[src/rtl/chan_lock_pkg.sv]
package chan_lock_pkg;

  localparam int unsigned WORD_W = 32;
  localparam int unsigned EN_POS = WORD_W - 1;
  localparam int unsigned ST_POS = WORD_W - 2;
  localparam int unsigned RSV_W  = WORD_W - 2;

  typedef enum logic [1:0] {
    OWN_FREE = 2'b00,
    OWN_SW   = 2'b01,
    OWN_HW   = 2'b10
  } owner_e;

  // A software write returns the lock if it sets status or clears enable.
  function automatic logic is_release(input logic [WORD_W-1:0] wd);
    return wd[ST_POS] | ~wd[EN_POS];
  endfunction

  // Status seen by software: 0 only when it holds the lock after the access.
  function automatic logic status_of(input owner_e after);
    return (after != OWN_SW);
  endfunction

  function automatic logic [WORD_W-1:0] pack_word(input logic en,
                                                  input logic st,
                                                  input logic [RSV_W-1:0] rsv);
    return {en, st, rsv};
  endfunction

endpackage

[src/rtl/chan_lock_dec.sv]
module chan_lock_dec #(
  parameter int unsigned ADDR_W    = 8,
  parameter logic [ADDR_W-1:0] LOCK_ADDR = 8'h2C
) (
  input  logic [ADDR_W-1:0] addr,
  input  logic              rd,
  input  logic              wr,
  output logic              rd_hit,
  output logic              wr_hit
);

  logic sel;

  always_comb begin
    sel    = (addr == LOCK_ADDR);
    wr_hit = sel & wr;
    // a write in the same cycle cancels the read side effect
    rd_hit = sel & rd & ~wr;
  end

endmodule

[src/rtl/chan_lock_fsm.sv]
module chan_lock_fsm
  import chan_lock_pkg::*;
(
  input  logic   clk,
  input  logic   rst_n,
  input  logic   sw_acq,
  input  logic   sw_rel,
  input  logic   hw_req,
  output owner_e own_q,
  output owner_e own_nxt,
  output logic   hw_gnt
);

  always_comb begin
    own_nxt = own_q;
    unique case (own_q)
      OWN_FREE: begin
        if (sw_acq)      own_nxt = OWN_SW;
        else if (hw_req) own_nxt = OWN_HW;
      end
      OWN_SW: begin
        if (sw_rel) own_nxt = OWN_FREE;
      end
      OWN_HW: begin
        if (!hw_req) own_nxt = OWN_FREE;
      end
      default: own_nxt = OWN_FREE;
    endcase
  end

  always_ff @(posedge clk or negedge rst_n) begin
    if (!rst_n) own_q <= OWN_FREE;
    else        own_q <= own_nxt;
  end

  assign hw_gnt = (own_q == OWN_HW);

endmodule

[src/rtl/chan_lock_regs.sv]
module chan_lock_regs
  import chan_lock_pkg::*;
(
  input  logic              clk,
  input  logic              rst_n,
  input  logic              rd_hit,
  input  logic              wr_hit,
  input  logic [WORD_W-1:0] wdata,
  input  owner_e            own_nxt,
  output logic              en_q,
  output logic [WORD_W-1:0] rdata
);

  logic [RSV_W-1:0] rsv_q;

  always_ff @(posedge clk or negedge rst_n) begin
    if (!rst_n) begin
      en_q  <= 1'b0;
      rsv_q <= '0;
    end else if (wr_hit) begin
      en_q  <= wdata[EN_POS];
      rsv_q <= wdata[RSV_W-1:0];
    end
  end

  always_comb begin
    rdata = '0;
    if (rd_hit) rdata = pack_word(en_q, status_of(own_nxt), rsv_q);
  end

endmodule

[src/rtl/chan_lock.sv]
module chan_lock
  import chan_lock_pkg::*;
#(
  parameter int unsigned ADDR_W    = 8,
  parameter logic [ADDR_W-1:0] LOCK_ADDR = 8'h2C
) (
  input  logic              clk,
  input  logic              rst_n,
  input  logic [ADDR_W-1:0] bus_addr,
  input  logic              bus_rd,
  input  logic              bus_wr,
  input  logic [31:0]       bus_wdata,
  output logic [31:0]       bus_rdata,
  input  logic              hw_req,
  output logic              hw_gnt,
  output logic [1:0]        owner
);

  logic   rd_hit;
  logic   wr_hit;
  logic   en_q;
  logic   sw_acq;
  logic   sw_rel;
  owner_e own_q;
  owner_e own_nxt;

  chan_lock_dec #(.ADDR_W(ADDR_W), .LOCK_ADDR(LOCK_ADDR)) u_dec (
    .addr   (bus_addr),
    .rd     (bus_rd),
    .wr     (bus_wr),
    .rd_hit (rd_hit),
    .wr_hit (wr_hit)
  );

  assign sw_acq = rd_hit & en_q;
  assign sw_rel = wr_hit & is_release(bus_wdata);

  chan_lock_fsm u_fsm (
    .clk     (clk),
    .rst_n   (rst_n),
    .sw_acq  (sw_acq),
    .sw_rel  (sw_rel),
    .hw_req  (hw_req),
    .own_q   (own_q),
    .own_nxt (own_nxt),
    .hw_gnt  (hw_gnt)
  );

  chan_lock_regs u_regs (
    .clk     (clk),
    .rst_n   (rst_n),
    .rd_hit  (rd_hit),
    .wr_hit  (wr_hit),
    .wdata   (bus_wdata),
    .own_nxt (own_nxt),
    .en_q    (en_q),
    .rdata   (bus_rdata)
  );

  assign owner = own_q;

endmodule

[config.mk]
export PLATFORM = sky130hd
export DESIGN_NAME = chan_lock
export DESIGN_NICKNAME = d
export VERILOG_FILES = /design/src/rtl/chan_lock_pkg.sv /design/src/rtl/chan_lock_dec.sv /design/src/rtl/chan_lock_fsm.sv /design/src/rtl/chan_lock_regs.sv /design/src/rtl/chan_lock.sv
export SDC_FILE = /design/constraint.sdc
export NUM_CORES = 1
export LEC_CHECK = 0
export BUFFER_PORTS_ARGS = -buffer_cell sky130_fd_sc_hd__buf_2
export CORE_ASPECT_RATIO = 0.5
export CORE_UTILIZATION = 49
export CTS_CLUSTER_DIAMETER = 150
export DETAILED_ROUTE_END_ITERATION = 7
export PLACE_DENSITY = 0.82
export SKIP_CTS_REPAIR_TIMING = 1
export SYNTH_ARGS = -nofsm -noshare
export SYNTH_HDL_FRONTEND = slang
export SYNTH_SLANG_ARGS = --single-unit
[constraint.sdc]
create_clock -name clk -period 7.55 [get_ports clk]
set_clock_uncertainty 0.2 [all_clocks]
set_input_delay 2.265 -clock clk [delete_from_list [all_inputs] [get_ports clk]]
set_output_delay 2.265 -clock clk [all_outputs]
set_load 0.05 [all_outputs]
Word-level counts from Yosys, hierarchy flattened:

Index checks and enable logic that the tools add are counted.

* divide/modulo/power cells: 0
* bitwise gates (word level): 8
* add/subtract/negate cells: 0
* muxes and demuxes: 6
* order comparisons: 0
* equal/unequal tests: 4
* reductions and logical operators: 1
* $mul: 0
* shifts and indexed selects: 0

Operators with widths (count)
* 2-to-1 mux 32 bit: 1
* == test 8 x 6 -> 1 bit (second input constant): 1
* 2-to-1 mux 2 bit: 4
* one-hot mux 2 bit (3 select lines): 1
* AND 1 bit: 5
* == test 2 x 1 -> 1 bit (second input constant): 1
* == test 2 bit (second input constant): 1
* zero test 2 bit: 1
* inequality test 2 x 1 -> 1 bit (second input constant): 1
* inverter 1 bit: 2
* OR 1 bit: 1

* register bits after elaboration: 33
* memories: 0
* input port bits: 45
* logic and storage cells: 22
* bits in writable memories: 0
* bits in latches: 0
* output and inout bits: 35
* memory bits (read-only): 0

Logic depth before layout (Yosys ltp):

Gate-level depths: netlist of the first run.

* depth in word-level cells: 8
* mapped depth: 5

Modules after synthesis:

A second synthesis of the first run with hierarchy kept.

* cell total of the unflattened synthesis: 118
* area, all modules: 1546.5 um^2

By module, submodules not included
* chan_lock_regs: area each 1375.1 um^2, cells an instance 101, instances 1
* chan_lock_fsm: area each 98.8 um^2, cells an instance 8, instances 1
* chan_lock_dec: area each 55.1 um^2, cells an instance 6, instances 1
* chan_lock: area each 17.5 um^2, cells an instance 3, instances 1

Least setup slack after synthesis of the first run:

Ideal clock, no wire load.

* path type: input to output
* from: input bus_addr[7]
* to: output bus_rdata[21]
* buffers on the path: 1
* slack: 1613 ps
* stages: 4
* arrival time: 3472 ps
* required time: 5085 ps
* cells stage by stage: nor4_4 > and4b_1 > clkbuf_1 > and2_1

* cells in the longest elaborated chain, start to end: 4

Ends and longest elaborated chain
* from (decl): line chan_lock.sv:9 `input logic [ADDR_W-1:0] bus_addr,`
* == test 8 x 6 -> 1 bit: line chan_lock_dec.sv:15 `sel = (addr == LOCK_ADDR);`
* AND 1 bit (2 in a row): line chan_lock_dec.sv:18 `rd_hit = sel & rd & ~wr;`
* 2-to-1 mux 32 bit: line chan_lock_regs.sv:28 `if (rd_hit) rdata = pack_word(en_q, status_of(own_nxt), rsv_q);`
* to (decl): line chan_lock.sv:13 `output logic [31:0] bus_rdata,`

No other way between the ends.

Worst setup path after layout of the first run:

* from: input bus_addr[7]
* to: output bus_rdata[16]

The elaborated chain is that of the path after synthesis.

==> results of run 1 <==
## layer usage
metal	global-route usage	vias to the layer above	routed length, microns
met4	0.0508	0	17
li1	-	546	-
met2	0.325	29	1610
met1	0.260	534	1460
met5	0	-	0
met3	0.0486	2	139
## path summary, 6_finish.rpt
check	to	depth (start not counted)	slack (ns)
max	bus_rdata[16]	5	1.07
max reg2reg	u_fsm.own_q[1]$_DFF_PN0_	3	6.34
min reg2reg	u_regs.rsv_q[27]$_DFFE_PN0P_	1	0.30
min	u_regs.rsv_q[27]$_DFFE_PN0P_	1	0.30
min in group asynchronous	u_regs.rsv_q[27]$_DFFE_PN0P_	1	1.84
max in group asynchronous	u_regs.rsv_q[9]$_DFFE_PN0P_	1	4.85
## cell families after synthesis
family | after synthesis | synth area share
simple gates | 40 | 0.163
flops | 33 | 0.495
mux | 31 | 0.274
buf+inv | 8 | 0.0517
compound gates | 4 | 0.0165
## synth_stat cells (all sizes together) (2+ instances only)
cell,number,area [sq um]
and2,30,188
nor2,2,7.51
nand2b,2,12.5
mux2,31,458
and3,2,13.8
clkbuf,3,11.3
buf,4,71.3
and4b,2,20.0
dfrtp,33,826
## final cells by class
class                           instances  area (sq um)  share of cell area
Sequential cell                        33           826               0.391
Clock buffer                            8          80.1              0.0379
Multi-Input combinational cell         75           758               0.359
Inverter                                1          3.75             0.00178
Timing Repair Buffer                   79           395               0.187
Tap cell                               40          50.0              0.0237
## registers in the layout (all words and copies together), names as in the netlist
signal,cells
u_fsm.own_q,2
u_regs.rsv_q,30
u_regs.en_q,1
## worst register-to-register path: stages, from the launching register on
cell and delay [ns]:
dfrtp_1 0.39, and3b_1 0.19, and3_2 0.21, a21oi_1 0.15
## metrics by stage
stage	total power [mW]	hold WS, ns	setup WS [ns]
4_1_cts	0.351	0.306	1.06
2_1_floorplan	0.206	0.272	1.61
6_report	0.347	0.301	1.07
3_5_place_dp	0.225	0.287	1.06
3_3_place_gp	0.223	0.281	1.14
5_1_grt	0.364	0.320	0.882
## power breakdown
part | total [mW] | leakage [nW] | internal [mW] | switching, mW
registers | 0.189 | 0.453 | 0.185 | 0.00433
logic | 0.0321 | 0.699 | 0.0194 | 0.0127
clock network | 0.125 | 0.0395 | 0.0655 | 0.0599
total | 0.347 | 1.19 | 0.270 | 0.0769
==> run_results.csv, run 1 <==
group,metric,value,unit
grt,overflow,0,
drt,drtIter0Drc,32,
timing,setup_viol,0,
placement,numPortBuffers,79,
hold_path,hold_class,"reg -> reg",
finish,stdcell_count,236,
placement,gp_congestion,0.714,
synth,async_reset_ff_frac,1.00,
drt,vias,1111,
worst_setup_path,reg2reg_from,"u_regs.en_q$_DFFE_PN0P_",
job,max-cap-violations,0,
timing,fin_setup_tns,0,ns
floorplan,die-area,0.00366,sq mm
floorplan,ios,80,
worst_setup_path,crit_arrival,4.02,ns
synth,synth-edff-count,0,
timing,slew_headroom,0.330,
synth,syn_area_per_cell,14.4,sq um
worst_setup_path,cp-end-kind,"primary output",
power,p_per_area,164,mW/mm^2
placement,dpl_cell_area,0.00203,sq mm
drt,wl,3.23,mm
floorplan,coreArea,0.00312,sq mm
worst_setup_path,startpoint_type,"input port",
floorplan,rows,14,
drt,wire_per_inst,13.7,microns
worst_setup_path,path_buf_inv,2,
drt,drc_errors,6,
synth,synth-seq-cells,33,
clock_network,clkSinkCount,33,
worst_setup_path,crit_path_start,"bus_addr[7]",
timing,drv_slew,0,
clock_network,cts_tree,"done",
worst_setup_path,required,5.09,ns
worst_setup_path,cp_max_fo,31,
grt,antenna_found_initial,0,
drt,antenna_left,0,
finish,final_core_util,0.678,
drt,first_pass_iters,6,
timing,hold_viol,0,
clock_network,clock_latency,0.27,ns
finish,drive_gt1_frac,0.602,
clock_network,htreeDepth,2,
grt,grt_max_degree,34,
worst_setup_path,path_cells,"buf_2, nor4_4, and4b_1, and2_1, buf_2",
clock_network,numCtsBuffers,5,
timing,rsz0062_at_grt,"no",
hold_path,hp-start,"u_regs.rsv_q[27]$_DFFE_PN0P_",
finish,final_common_cell,"buf_2",
timing,fin_crit,6.48,ns
finish,final_area,0.00211,sq mm
synth,syn_nets,161,
worst_setup_path,path_common_cell,"buf_2",
drt,avgViaCountPerCell,4.71,
grt,grt_pass1_vias,1117,
status,violations,"design-rule violations",
power,peakVddDrop,0.0896,mV
worst_setup_path,crit_path_max_incr_delay,0.81,ns
grt,grt_pass1_wl,5.33,mm
floorplan,die_y,43.3,microns
finish,final_cell_mix,"buf_2, dfrtp_1, and2_1",
finish,final_nets,240,
worst_setup_path,cp_top_family,"simple AND/OR/NAND/NOR gates",
timing,fmax,154,MHz
worst_setup_path,slowest_stage,"and4b_1",
finish,syn2layout_area_growth,26.6,%
synth,ys_seq_area_frac,0.495,
power,p_leak,1.19,nW
clock_network,root_buffer,"clkbuf_8",
synth,yosysWarnings,0,
floorplan,die_w,84.5,microns
placement,hpwl,2.28,mm
timing,worstMarginPinSlew,1.00,ns
worst_setup_path,path_class,"in -> out",
synth,synth_ff_type,"dfrtp_1",
status,status,"finished with violations",
floorplan,start_util,0.535,
grt,grt_usage,0.196,
synth,netlist_instances,116,
synth,synthDistinctLibCells,19,
synth,syn_area,0.00167,sq mm
finish,n_fill_cell,254,
timing,finalCritPeriodShare,0.859,
clock_network,clk_path_buf_depth,2,
finish,n_antenna_cell,0,
placement,dp_cells,228,
clock_network,clk_pin_slew,0.06,ns
Note: power is estimated with default switching activity, not from simulation.
==> run 2, diff against run 1 <==
--- a/config.mk
+++ b/config.mk
@@ -11,6 +11,7 @@
 export CTS_CLUSTER_DIAMETER = 150
 export DETAILED_ROUTE_END_ITERATION = 7
 export PLACE_DENSITY = 0.82
+export RECOVER_POWER = 100
 export SKIP_CTS_REPAIR_TIMING = 1
 export SYNTH_ARGS = -nofsm -noshare
 export SYNTH_HDL_FRONTEND = slang
==> run 2 against run 1 <==
The run ends with design-rule violations, max-capacitance violations, max-slew violations left. Setup slack got worse by 0.37 ns. Cell count did not move. Count of clock-buffer cells in the layout did not move. Routed wire length fell by 3.3%. Register-to-register slack barely moved. Via count fell by 0.27%. Clock power barely moved. Critical path depth did not move. Global-route usage did not move. Largest power group unchanged.
==> run_results.csv, run 2 (synthesized netlist as in run 1, its figures left out) <==
group,metric,value,unit
placement,numPortBuffers,79,
timing,slew_headroom,-0.135,
status,status,"finished with violations",
power,peakVddDrop,0.0912,mV
placement,hpwl,2.28,mm
worst_setup_path,path_class,"in -> out",
grt,grt_usage,0.196,
power,p_leak,1.16,nW
drt,drc_errors,6,
floorplan,die_w,84.5,microns
grt,top_usage_layer,"met2",
timing,worstMarginPinSlew,1.70,ns
worst_setup_path,cp-end-kind,"primary output",
clock_network,numCtsBuffers,5,
floorplan,die_y,43.3,microns
timing,drv_slew,34,
timing,hold_viol,0,
drt,avgViaCountPerCell,4.69,
finish,largest-register,"u_regs.rsv_q",
job,max-cap-violations,1,
clock_network,clk_pin_slew,0.06,ns
finish,final_common_cell,"buf_2",
finish,final_cell_mix,"buf_2, dfrtp_1, and2_1",
drt,wl,3.12,mm
hold_path,hold_class,"reg -> reg",
floorplan,die-area,0.00366,sq mm
finish,n_antenna_cell,0,
power,p_per_area,171,mW/mm^2
timing,fin_crit,6.86,ns
timing,rsz0062_at_grt,"no",
finish,final_nets,240,
drt,first_pass_iters,6,
grt,antenna_found_initial,0,
timing,fmax,146,MHz
finish,largest_reg_flops,30,
finish,final_area,0.00198,sq mm
timing,finalCritPeriodShare,0.908,
drt,vias,1108,
clock_network,clock_latency,0.27,ns
floorplan,ios,80,
clock_network,clk_path_buf_depth,2,
finish,drive_gt1_frac,0.398,
finish,top_regs,"u_regs.rsv_q (30), u_fsm.own_q (2), u_regs.en_q (1)",
clock_network,root_buffer,"clkbuf_8",
drt,drtIter0Drc,21,
worst_setup_path,cp_max_fo,31,
grt,grt_max_degree,34,
timing,fin_setup_tns,0,ns
floorplan,coreArea,0.00312,sq mm
floorplan,rows,14,
floorplan,start_util,0.535,
timing,setup_viol,0,
grt,grtUsageMet2,0.325,
clock_network,cts_tree,"done",
clock_network,htreeDepth,2,
status,violations,"design-rule violations, max-capacitance violations, max-slew violations",
placement,dpl_cell_area,0.00203,sq mm
grt,grt_pass1_wl,5.33,mm
worst_setup_path,crit_arrival,4.39,ns
worst_setup_path,required,5.09,ns
drt,antenna_left,0,
finish,syn2layout_area_growth,18.4,%
grt,overflow,0,
clock_network,clkSinkCount,33,
worst_setup_path,startpoint_type,"input port",
grt,grt_util_met1,0.260,
grt,grt_pass1_vias,1117,
placement,gp_congestion,0.714,
drt,wire_per_inst,13.2,microns
grt,grtUsageMet3,0.0486,
## run 2: cell count changes in the layout (fill, tap and decap cells not counted), sizes merged
cell | previous run | this run
clkbuf | 8 | 17
buf | 79 | 70
## run 2: final cells by class
cell class	count	area, sq um
clock buffers	8	80.1
fillers	286	1140
inverters	1	3.75
multi-input cells	75	633
flip-flops and latches	33	826
well taps	40	50.0
repair buffers	79	384
## run 2: final timing paths
path	slack [ns]	to	startpoint	cells after the start
max in group asynchronous	3.94	u_regs.rsv_q[9]$_DFFE_PN0P_	rst_n	1
max reg2reg	6.33	u_fsm.own_q[1]$_DFF_PN0_	u_regs.en_q$_DFFE_PN0P_	3
min reg2reg	0.28	u_regs.rsv_q[16]$_DFFE_PN0P_	u_regs.rsv_q[16]$_DFFE_PN0P_	1
min	0.28	u_regs.rsv_q[16]$_DFFE_PN0P_	u_regs.rsv_q[16]$_DFFE_PN0P_	1
min in group asynchronous	2.23	u_regs.rsv_q[27]$_DFFE_PN0P_	rst_n	1
max	0.69	bus_rdata[18]	bus_addr[7]	5
## run 2: worst max-delay path, cell delays in order
cell      delay (ns)
buf_2           0.10
nor4_1          0.49
and4b_1         0.84
and2_1          0.22
clkbuf_1        0.46
## run 2: per-layer routing
metal  share of wire  up-vias
met4          0.0045        0
met1            0.45      529
met5               0        -
li1                -      548
met2            0.50       29
met3           0.045        2
## run 2: power breakdown
part	total, mW	internal [mW]	switching (mW)
Sequential	0.189	0.185	0.00380
Clock	0.126	0.0655	0.0601
Combinational	0.0247	0.0131	0.0116
Total	0.339	0.263	0.0755
## run 2: stage by stage
stage / setup slack (ns) / hold slack, ns / total power, mW / util / instances
floorplan: 1.61 / 0.272 / 0.206 / - / 116
global placement: 1.14 / 0.281 / 0.223 / 0.652 / 228
detailed placement: 1.06 / 0.287 / 0.225 / 0.652 / 228
CTS: 1.06 / 0.306 / 0.351 / 0.678 / 236
global route: 0.441 / 0.300 / 0.356 / 0.634 / 236
finish: 0.694 / 0.280 / 0.339 / 0.634 / 236
==> run 3, diff against run 2 <==
--- a/config.mk
+++ b/config.mk
@@ -5,6 +5,7 @@
 export SDC_FILE = /design/constraint.sdc
 export NUM_CORES = 1
 export LEC_CHECK = 0
+export ABC_AREA = 1
 export BUFFER_PORTS_ARGS = -buffer_cell sky130_fd_sc_hd__buf_2
 export CORE_ASPECT_RATIO = 0.5
 export CORE_UTILIZATION = 49
==> constraint.sdc (replaced) <==
create_clock -name clk -period 8.23 [get_ports clk]
set_clock_uncertainty 0.2 [all_clocks]
set_input_delay 2.469 -clock clk [delete_from_list [all_inputs] [get_ports clk]]
set_output_delay 2.469 -clock clk [all_outputs]
set_load 0.05 [all_outputs]
==> run 3 against run 2 <==
The flow still finishes with violations (design-rule violations, max-capacitance violations, max-slew violations). Clock power up 22%. Synthesized cell count rose by 71%. Routed wire length increased by 4.4%. Sequential share of layout area decreased by 2.3 points. Cell count rose by 34%. Power increased by 5.2%. Core utilization rose by 3.3 points. Register-to-register slack improved by 0.87 ns.
==> run_results.csv, run 3 <==
group,metric,value,unit
floorplan,ios,80,
timing,drv_slew,97,
floorplan,die_y,43.4,microns
finish,regArea,826,sq um
synth,syn_area,0.00168,sq mm
drt,drtIter0Drc,110,
timing,setup_viol,0,
timing,fin_crit,7.06,ns
clock_network,clk_path_buf_depth,2,
finish,multi_input_area,598,sq um
finish,drive_gt1_frac,0.297,
finish,largest_reg_flops,30,
timing,whs,0.311,ns
floorplan,coreArea,0.00314,sq mm
synth,syn_area_per_cell,8.49,sq um
power,peakVddDrop,0.0849,mV
synth,synth-edff-count,0,
drt,drc_errors,5,
floorplan,die_w,84.8,microns
status,status,"finished with violations",
finish,largest-register,"u_regs.rsv_q",
worst_setup_path,cp-end-kind,"primary output",
synth,yosysMostFrequentCell,"nor2_1",
power,p_leak,1.23,nW
synth,synthDistinctLibCells,13,
clock_network,root_buffer,"clkbuf_8",
worst_setup_path,required,5.56,ns
worst_setup_path,startpoint_type,"input port",
synth,yosysWarnings,0,
synth,netlist_instances,198,
grt,overflow,0,
finish,n_antenna_cell,0,
placement,gp_congestion,0.759,
power,p_per_area,171,mW/mm^2
finish,n_fill_cell,309,
drt,antenna_left,0,
finish,top_regs,"u_regs.rsv_q (30), u_fsm.own_q (2), u_regs.en_q (1)",
floorplan,die-area,0.00368,sq mm
finish,final_cell_mix,"nor2_1, buf_2, inv_1",
finish,final_core_util,0.667,
grt,grt_pass1_wl,5.38,mm
clock_network,cts_tree,"done",
synth,async_reset_ff_frac,1.00,
synth,synth_top_area_share,0.491,
synth,ys_seq_area_frac,0.491,
power,p_total,0.357,mW
drt,vias,1407,
drt,avgViaCountPerCell,4.45,
synth,synthTopCellsByArea,"dfrtp_1, a21oi_2, nor2_1, inv_1, buf_6",
grt,grt_pass1_vias,1286,
timing,finalCritPeriodShare,0.858,
status,violations,"design-rule violations, max-capacitance violations, max-slew violations",
timing,rsz0062_at_grt,"no",
timing,hold_viol,0,
synth,syn_nets,243,
clock_network,numCtsBuffers,5,
grt,grt_max_degree,63,
drt,first_pass_iters,6,
clock_network,clkSinkCount,33,
placement,hpwl,2.30,mm
worst_setup_path,cp_max_fo,32,
timing,fmax,142,MHz
worst_setup_path,crit_arrival,4.39,ns
clock_network,htreeDepth,2,
grt,antenna_found_initial,0,
clock_network,clock_latency,0.27,ns
job,max-cap-violations,2,
floorplan,rows,14,
placement,numPortBuffers,79,
worst_setup_path,path_class,"in -> out",
drt,wl,3.26,mm
drt,wire_per_inst,10.3,microns
clock_network,clk_pin_slew,0.06,ns
finish,final_nets,320,
synth,synth-seq-cells,33,
timing,slew_headroom,-0.692,
floorplan,start_util,0.536,
grt,grt_usage,0.193,
finish,syn2layout_area_growth,24.5,%
synth,synth_ff_type,"dfrtp_1",
timing,fin_setup_tns,0,ns
timing,worstMarginPinSlew,2.53,ns
synth,netlist_top_cells_count,"nor2_1, inv_1, dfrtp_1",
hold_path,hold_class,"reg -> reg",
synth,synth.largest_area_cell,"dfrtp_1",
finish,final_common_cell,"nor2_1",
run 3: cell count changes after synthesis, moves of 3 or more:
cell	previous run	this run
nor2_1	2	69
buf_6	1	6
mux2_4	29	0
a21oi_2	0	31
and2_1	30	0
clkbuf_1	3	0
nand4_1	0	3
inv_1	1	40
buf_2	0	3
nand2_1	0	7
buf_12	3	0
run 3: cell families (layout without fill, tap and decap cells):
family / after synthesis / after routing / synth area share
DFF: 33 / 33 / 0.491
and+or+nand+nor: 85 / 85 / 0.208
buffers and inverters: 49 / 127 / 0.138
AOI/OAI and AO/OA: 31 / 31 / 0.162
run 3: layout make-up:
class | count | area share
inverters | 40 | 0.0718
clock buffers | 7 | 0.0413
flip-flops and latches | 33 | 0.395
clock inverters | 1 | 0.0144
well taps | 40 | 0.0239
repair buffers | 79 | 0.168
multi-input cells | 116 | 0.286
run 3: worst paths after layout:
| check | from | endpoint | slack (ns) | cells past startpoint |
|---|---|---|---|---|
| worst max-delay path | bus_addr[1] | bus_rdata[0] | 1.17 | 7 |
| worst min-delay path | u_regs.rsv_q[26]$_DFFE_PN0P_ | u_regs.rsv_q[26]$_DFFE_PN0P_ | 0.31 | 2 |
| worst max register to register | u_fsm.own_q[1]$_DFF_PN0_ | u_fsm.own_q[1]$_DFF_PN0_ | 7.20 | 4 |
| worst min register to register | u_regs.rsv_q[26]$_DFFE_PN0P_ | u_regs.rsv_q[26]$_DFFE_PN0P_ | 0.31 | 2 |
| max in group asynchronous | rst_n | u_regs.rsv_q[23]$_DFFE_PN0P_ | 4.40 | 1 |
| min in group asynchronous | rst_n | u_regs.en_q$_DFFE_PN0P_ | 2.44 | 1 |
run 3: power by group:
part / total (mW) / internal [mW] / leakage [nW] / switching (mW)
logic: 0.0305 / 0.0133 / 0.871 / 0.0172
clock network: 0.154 / 0.0987 / 0.0585 / 0.0557
registers: 0.172 / 0.170 / 0.306 / 0.00226
run 3: through the flow:
step           setup WS, ns  std cells  area (sq um)
2_1_floorplan          1.84        198          1680
3_3_place_gp           1.75        308          2040
3_5_place_dp           1.70        308          2040
4_1_cts                1.70        316          2160
5_1_grt               0.894        316          2090
6_report               1.17        316          2090
run 3: critical path, stage by stage:
cell and delay [ns]:
buf_2 0.10, nor2_1 0.09, nand2_1 0.07, nor2_1 0.21, nand2_1 0.64, nor2_1 0.30, clkbuf_1 0.49
run 3: metal layers:
metal / up-vias / part of all wire / global-route usage
met5: - / 0 / 0
met4: 0 / 0.0083 / 0.0814
met3: 2 / 0.049 / 0.0533
met2: 34 / 0.48 / 0.343
met1: 632 / 0.46 / 0.229
li1: 739 / - / -
